File: src/rtl/cmi_pkg.sv
package cmi_pkg;
  // Symbol pair: bit 1 is sent first, bit 0 second.
  typedef logic [1:0] sym_pair_t;
  localparam sym_pair_t PAIR_ZERO = 2'b01;
  localparam sym_pair_t PAIR_LOW  = 2'b00;
  localparam sym_pair_t PAIR_HIGH = 2'b11;
  localparam int unsigned PIPE_CYCLES = 3;
endpackage

File: src/rtl/cmi_rst_sync.sv
module cmi_rst_sync #(
  parameter int unsigned STAGES = 2
) (
  input  logic clk,
  input  logic rst_n,
  output logic rst_sync_n
);
  generate
    if (STAGES < 2) begin : g_single
      logic stage_q;
      always_ff @(posedge clk or negedge rst_n) begin
        if (!rst_n) stage_q <= 1'b0;
        else        stage_q <= 1'b1;
      end
      assign rst_sync_n = stage_q;
    end else begin : g_chain
      logic [STAGES-1:0] chain_q;
      always_ff @(posedge clk or negedge rst_n) begin
        if (!rst_n) chain_q <= '0;
        else        chain_q <= {chain_q[STAGES-2:0], 1'b1};
      end
      assign rst_sync_n = chain_q[STAGES-1];
    end
  endgenerate
endmodule

File: src/rtl/cmi_phase_gen.sv
module cmi_phase_gen (
  input  logic clk,
  input  logic rst_n,
  output logic sample_en,
  output logic load_en,
  output logic clk_half
);
  logic phase_q, phase_d;
  logic half_q, half_d;

  always_comb begin
    phase_d = ~phase_q;
    half_d  = phase_q;
  end

  always_ff @(posedge clk or negedge rst_n) begin
    if (!rst_n) begin
      phase_q <= 1'b0;
      half_q  <= 1'b1;
    end else begin
      phase_q <= phase_d;
      half_q  <= half_d;
    end
  end

  assign sample_en = ~phase_q;
  assign load_en   = phase_q;
  assign clk_half  = half_q;
endmodule

File: src/rtl/cmi_pair_enc.sv
module cmi_pair_enc
  import cmi_pkg::*;
(
  input  logic      clk,
  input  logic      rst_n,
  input  logic      sample_en,
  input  logic      load_en,
  input  logic      din,
  input  logic      ais_force,
  output sym_pair_t pair
);
  logic      bit_q, bit_d;
  logic      pol_q, pol_d;
  sym_pair_t pair_q, pair_d;

  always_comb begin
    bit_d  = bit_q;
    pol_d  = pol_q;
    pair_d = pair_q;
    if (sample_en) begin
      bit_d = din | ais_force;
    end
    if (load_en) begin
      if (bit_q) begin
        pair_d = pol_q ? PAIR_HIGH : PAIR_LOW;
        pol_d  = ~pol_q;
      end else begin
        pair_d = PAIR_ZERO;
      end
    end
  end

  always_ff @(posedge clk or negedge rst_n) begin
    if (!rst_n) begin
      bit_q  <= 1'b0;
      pol_q  <= 1'b0;
      pair_q <= PAIR_ZERO;
    end else begin
      bit_q  <= bit_d;
      pol_q  <= pol_d;
      pair_q <= pair_d;
    end
  end

  assign pair = pair_q;
endmodule

File: src/rtl/cmi_serializer.sv
module cmi_serializer
  import cmi_pkg::*;
(
  input  logic      clk,
  input  logic      rst_n,
  input  logic      sample_en,
  input  logic      load_en,
  input  sym_pair_t pair,
  output logic      code_out
);
  logic second_q, second_d;
  logic code_q, code_d;

  always_comb begin
    second_d = second_q;
    code_d   = code_q;
    if (load_en) begin
      code_d   = pair[1];
      second_d = pair[0];
    end else if (sample_en) begin
      code_d = second_q;
    end
  end

  always_ff @(posedge clk or negedge rst_n) begin
    if (!rst_n) begin
      second_q <= 1'b0;
      code_q   <= 1'b0;
    end else begin
      second_q <= second_d;
      code_q   <= code_d;
    end
  end

  assign code_out = code_q;
endmodule

File: src/rtl/cmi_line_encoder.sv
module cmi_line_encoder
  import cmi_pkg::*;
#(
  parameter int unsigned RST_STAGES = 2
) (
  input  logic clk_2x,
  input  logic rst_n,
  input  logic din,
  input  logic ais_force,
  output logic code_out,
  output logic clk_half
);
  logic      rst_core_n;
  logic      sample_en;
  logic      load_en;
  sym_pair_t pair;

  cmi_rst_sync #(.STAGES(RST_STAGES)) u_rst (
    .clk        (clk_2x),
    .rst_n      (rst_n),
    .rst_sync_n (rst_core_n)
  );

  cmi_phase_gen u_phase (
    .clk       (clk_2x),
    .rst_n     (rst_core_n),
    .sample_en (sample_en),
    .load_en   (load_en),
    .clk_half  (clk_half)
  );

  cmi_pair_enc u_enc (
    .clk       (clk_2x),
    .rst_n     (rst_core_n),
    .sample_en (sample_en),
    .load_en   (load_en),
    .din       (din),
    .ais_force (ais_force),
    .pair      (pair)
  );

  cmi_serializer u_ser (
    .clk       (clk_2x),
    .rst_n     (rst_core_n),
    .sample_en (sample_en),
    .load_en   (load_en),
    .pair      (pair),
    .code_out  (code_out)
  );
endmodule

File: config.mk
export PLATFORM = sky130hd
export DESIGN_NAME = cmi_line_encoder
export DESIGN_NICKNAME = d
export VERILOG_FILES = /design/src/rtl/cmi_pkg.sv /design/src/rtl/cmi_rst_sync.sv /design/src/rtl/cmi_phase_gen.sv /design/src/rtl/cmi_pair_enc.sv /design/src/rtl/cmi_serializer.sv /design/src/rtl/cmi_line_encoder.sv
export SDC_FILE = /design/constraint.sdc
export NUM_CORES = 1
export LEC_CHECK = 0
export ABC_AREA = 1
export BUFFER_PORTS_ARGS = -buffer_cell sky130_fd_sc_hd__buf_2
export CORE_AREA = 2 2 39 41
export DETAILED_ROUTE_END_ITERATION = 8
export DIE_AREA = 0 0 41 43
export GPL_TIMING_DRIVEN = 1
export MAX_ROUTING_LAYER = met4
export PLACE_DENSITY = 0.48
export SYNTH_ARGS = -nofsm -noshare
export SYNTH_HDL_FRONTEND = slang
export SYNTH_HIERARCHICAL = 1
export SYNTH_SLANG_ARGS = --single-unit
export TNS_END_PERCENT = 50
File: constraint.sdc
create_clock -name clk_2x -period 0.8 [get_ports clk_2x]
set_input_delay 0.12 -clock clk_2x [delete_from_list [all_inputs] [get_ports clk_2x]]
set_output_delay 0.12 -clock clk_2x [all_outputs]
set_load 0.01 [all_outputs]
# After elaboration in Yosys (flattened, before gate mapping)
# Index checks and enable logic that the tools add are counted.
[word_totals]
register_bits = 10
in_bits = 4
out_inout_bits = 2
wordCells = 15
[op_classes]
muxes = 3
bitwise = 3
n_reduce_logical = 1
[op_table]
columns = ["operator", "count"]
rows = [
  ["2-bit 2-to-1 mux", 2],
  ["1-bit NOT", 2],
  ["2-bit AND reduction", 1],
  ["1-bit 2-to-1 mux", 1],
  ["1-bit bitwise OR", 1],
]

# Depth between registers and ports, before layout
[logic_depth]
word_depth = 2
mapped_depth = 4
ltp_nobuf = 4

# Hierarchy
# The synthesis kept the hierarchy.
[modules_own_cells]
columns = ["mod", "n_inst", "cells_per_inst", "area_each_um2", "seq_area_each_um2"]
rows = [
  ["cmi_pair_enc", 1, 18, 161.4, 101.3],
  ["cmi_serializer", 1, 11, 86.3, 50.0],
  ["cmi_phase_gen", 1, 3, 55.1, 51.3],
  ["cmi_rst_sync", 1, 3, 53.8, 50.0],
]

# Worst setup path before layout
# No wires, ideal clock.
[synth_timing]
kind = "reg-to-reg"
startpoint = "reg u_phase.phase_q, in the netlist u_phase/load_en"
endpoint = "reg u_ser.code_q, in the netlist u_ser/code_out"
setup_ns = 0.124
arrival_ns = 0.739
required_ns = 0.676
path_slack_ns = -0.063
path_stages_with_launch = 4
n_path_buf = 0
synth_period_minus_slack_ns = 0.863
path_cell_list = "dfrtp_1 > inv_1 > nand3_1 > nand3_1"
[synth_between]
elab_chain_len = 1
[synth_rtl]
columns = ["item", "line_no", "rtl"]
rows = [
  ["start, declared", "cmi_phase_gen.sv:8", "logic phase_q, phase_d;"],
  ["start signal, assigned", "cmi_phase_gen.sv:21", "phase_q <= phase_d;"],
  ["1-bit 2-to-1 mux", "cmi_serializer.sv:17", "if (load_en) begin"],
  ["end signal, assigned", "cmi_serializer.sv:31", "code_q <= code_d;"],
  ["end, declared", "cmi_serializer.sv:12", "logic code_q, code_d;"],
]
# Every way passes these cells.
# A chain may end at the register's enable or synchronous reset.

# Worst setup path in the final report
[layout_timing]
startpoint = "reg u_phase.half_q, in the netlist u_phase/clk_half"
endpoint = "out clk_half"
[layout_lines]
columns = ["item", "line_no", "rtl"]
rows = [
  ["start, declared", "cmi_phase_gen.sv:9", "logic half_q, half_d;"],
  ["start signal, assigned", "cmi_phase_gen.sv:22", "half_q <= half_d;"],
  ["end, declared", "cmi_line_encoder.sv:11", "output logic clk_half"],
]
# No word-level cell between the ends.

==> summary.log <==
[outcome] status finished with violations
[outcome] violated checks setup timing
[placed_design] pre-CTS setup slack -69.0 ps
[yosys] summed instance area of the synthesized netlist 357 um^2
[worst_setup_path] Critical Path Slowest Stage Cell sky130_fd_sc_hd__dfstp_2
[final_layout] Area Growth Syn to Fin 44.2%
[job] max-cap violations 0
[timing] fmax 1.00 GHz
[placed_design] Cells after DPL 56
[clock_network] total clock buffers created by CTS 3
[floorplanning] Die ar. 1760 um^2
[detailed_routing] wire length on met3 28 um
[placed_design] Post-DP Area 403 um^2
[floorplanning] Core ar. 1380 um^2
[detailed_routing] Detailed Routing Iterations Pass 1 2
[yosys] syn_area_per_cell 10.2 um^2
[yosys] Yosys reg bits 10
[detailed_routing] DRT iter0 DRCs 4
[detailed_routing] met2 wirelength from detailed routing 244 um
[timing] total setup violations reported at the end of the flow 6
[global_route] global-route usage over all layers 8.24%
[global_route] pin count of the biggest net entering global routing 12
[floorplanning] Rows 14
[final_layout] Antenna Diode Count 0
[worst_setup_path] crit path buf inv count 1
[detailed_routing] Wirelength per Cell 8.42 um
[timing] final hold violation count 0
[final_layout] final core utilization 37.2%
[final_layout] number of standard cells in the layout, taps in and fillers out 65
[global_route] final global-route overflow total 0
[pwr] Peak VDD IR 1210 uV
[detailed_routing] met1 routed wirelength after detailed routing 273 um
[placed_design] estimated wirelength of the detail-placed design 358 um
[worst_setup_path] ordered cell list for the critical path buf_6
[final_layout] fraction of final layout cells with drive strength greater than 1 49.0%
[floorplanning] Die X-Extent 41 um
[placed_design] IO Port Bufs 5
[yosys] total nets after synthesis 39
[yosys] area share of the leading cell type in the synthesized netlist 56.1%
[detailed_routing] vias per cell 3.98
[placed_design] final RePlAce weighted congestion 0.686
[yosys] number of instances in the synthesized netlist 35
[yosys] Synth area leader sky130_fd_sc_hd__dfrtp_1
[clock_network] Clock Sinks 10
[yosys] sequential share of the synthesized area 70.9%
[worst_setup_path] Worst EP arrival 880 ps
[worst_setup_path] element type at the critical path start flop
[worst_setup_path] largest fanout on the critical path 1
[pwr] total chip power 0.00114 W
[worst_setup_path] Slowest Stage Delay on Critical Path 530 ps
[clock_network] maximum level of the CTS H-tree 1
[yosys] Synthesis Warnings 6
[floorplanning] starting density of the core 25.8%
[detailed_routing] wire length reported by the detailed router 547 um
[worst_setup_path] required arrival time at the worst endpoint 680 ps
[global_route] wire length of the first global-routing pass 862 um
[final_layout] filler cell count 148
[pwr] Pleak 0.255 nW
[clock_network] clock slew at the register clock pins of the worst setup and hold paths 70 ps
[worst_setup_path] kind of cell adding the most delay to the critical path flip-flops
[floorplanning] I/O pin count 6
[pwr] ratio of total power to cell area 2220 nW/um^2
[global_route] number of global-route vias before repair 208
[timing] setup repair after global routing missed its margin true
[timing] Final period util 125%
[clock_network] CTS tree done
[detailed_routing] via count 259
[worst_setup_path] kind of critical path reg -> out
[timing] Final WS setup -197 ps
[clock_network] root cell of the clock tree sky130_fd_sc_hd__clkbuf_4
[clock_network] Clock Tree Buf Depth 2
[worst_hold_path] type of the worst min-delay path in -> reg
[final_layout] net total in the final layout 54
[detailed_routing] residual antenna-violating net count after detailed routing 0
[global_route] initial antenna violation count 0
[final_layout] post-route cell area 514 um^2
[timing] Max Slew Vio Count 0
[timing] largest clock skew in the final design 4.69 ps
[yosys] number of distinct standard cells referenced by the synthesized netlist 10
[timing] clock period minus final worst setup slack 997 ps
[detailed_routing] remaining routing DRC violations 0
[detailed_routing] top routing layer in use met3
[clock_network] clock latency at the later pin of the worst-skew pair 260 ps
[floorplanning] height of the die 43 um
[worst_setup_path] crit end category primary output
[yosys] dominant cells by area after synthesis sky130_fd_sc_hd__dfrtp_1, sky130_fd_sc_hd__dfstp_2, sky130_fd_sc_hd__nand2_1
## logic make-up after synthesis
| logic type | after synthesis | share of synthesized area [%] |
|---|---|---|
| and+or+nand+nor | 18 | 21.1 |
| DFF | 10 | 70.9 |
| buffers and inverters | 4 | 4.21 |
| AOI/OAI and AO/OA | 2 | 2.81 |
| other | 1 | 1.05 |
## layer usage
metal  vias to the layer above  global-route usage (%)
li1                        135                       -
met3                         0                    4.71
met4                         0                    8.00
met2                         5                    8.44
met1                       119                    10.4
met5                         -                       -
## cells in the mapped netlist
master                     count
sky130_fd_sc_hd__conb_1        1
sky130_fd_sc_hd__dfrtp_1       8
sky130_fd_sc_hd__dfstp_2       2
sky130_fd_sc_hd__inv_1         3
sky130_fd_sc_hd__inv_2         1
sky130_fd_sc_hd__nand2_1      10
sky130_fd_sc_hd__nand3_1       3
sky130_fd_sc_hd__nand3b_1      1
sky130_fd_sc_hd__nor2_1        4
sky130_fd_sc_hd__o21ai_0       2
## cell type report
class	count	area (um^2)	area share, %
Clock buffer	4	36.3	7.06
Multi-Input combinational cell	21	108	20.9
Timing Repair Buffer	10	78.8	15.3
Inverter	4	17.5	3.41
Tap cell	16	20.0	3.89
Sequential cell	10	254	49.4
## layout by cell type, fill, tap and decap left out, types with 3 or more instances in the layout
| cell type | instances |
|---|---|
| sky130_fd_sc_hd__buf_6 | 3 |
| sky130_fd_sc_hd__dfrtp_1 | 7 |
| sky130_fd_sc_hd__nand2_1 | 8 |
| sky130_fd_sc_hd__clkbuf_4 | 3 |
| sky130_fd_sc_hd__nor2_1 | 4 |
| sky130_fd_sc_hd__buf_2 | 4 |
## sequential cells by signal, summed over array words and instances (netlist names)
signal	count
u_enc/bit_q	1
u_enc/pair	2
u_enc/pol_q	1
u_phase/clk_half	1
u_phase/load_en	1
u_rst/g_chain.chain_q	2
u_ser/code_out	1
u_ser/second_q	1
## power by group
group	switching, W	total (W)	internal (W)
Clock	0.000169	0.000445	0.000276
Sequential	0.0000394	0.000604	0.000564
Combinational	0.0000393	0.0000938	0.0000545
## path summary, 6_finish.rpt
kind,endpoint,startpoint,slack [ps],depth (start not counted)
setup / recovery,clk_half,u_phase/clk_half,-200,1
hold / removal,u_enc/bit_q,din,70,3
setup reg to reg,u_enc/pol_q,u_phase/load_en,-60,3
hold reg to reg,u_enc/pair[1],u_rst/g_chain.chain_q[1],130,0
max in group asynchronous,u_enc/pair[0],u_rst/g_chain.chain_q[1],370,0
min in group asynchronous,u_enc/pair[1],u_rst/g_chain.chain_q[1],130,0
## metrics by stage
stage / setup TNS [ps] / hold slack (ps)
6_report: -450 / 74.3
5_1_grt: -774 / 93.6
4_1_cts: -434 / 69.7
3_5_place_dp: -110 / -93.9
3_3_place_gp: -105 / -93.6
2_1_floorplan: 0 / -176
## repair_timing
action | in CTS | in global routing
gates resized for setup | 1 | 12
pin swaps | 0 | 2
setup buffers | 1 | 3
endpoints found under the hold margin | 2 | 0
hold buffers | 1 | 0
endpoints found under the setup margin | 4 | 8
No activity file was read; power rests on OpenSTA's default activity.
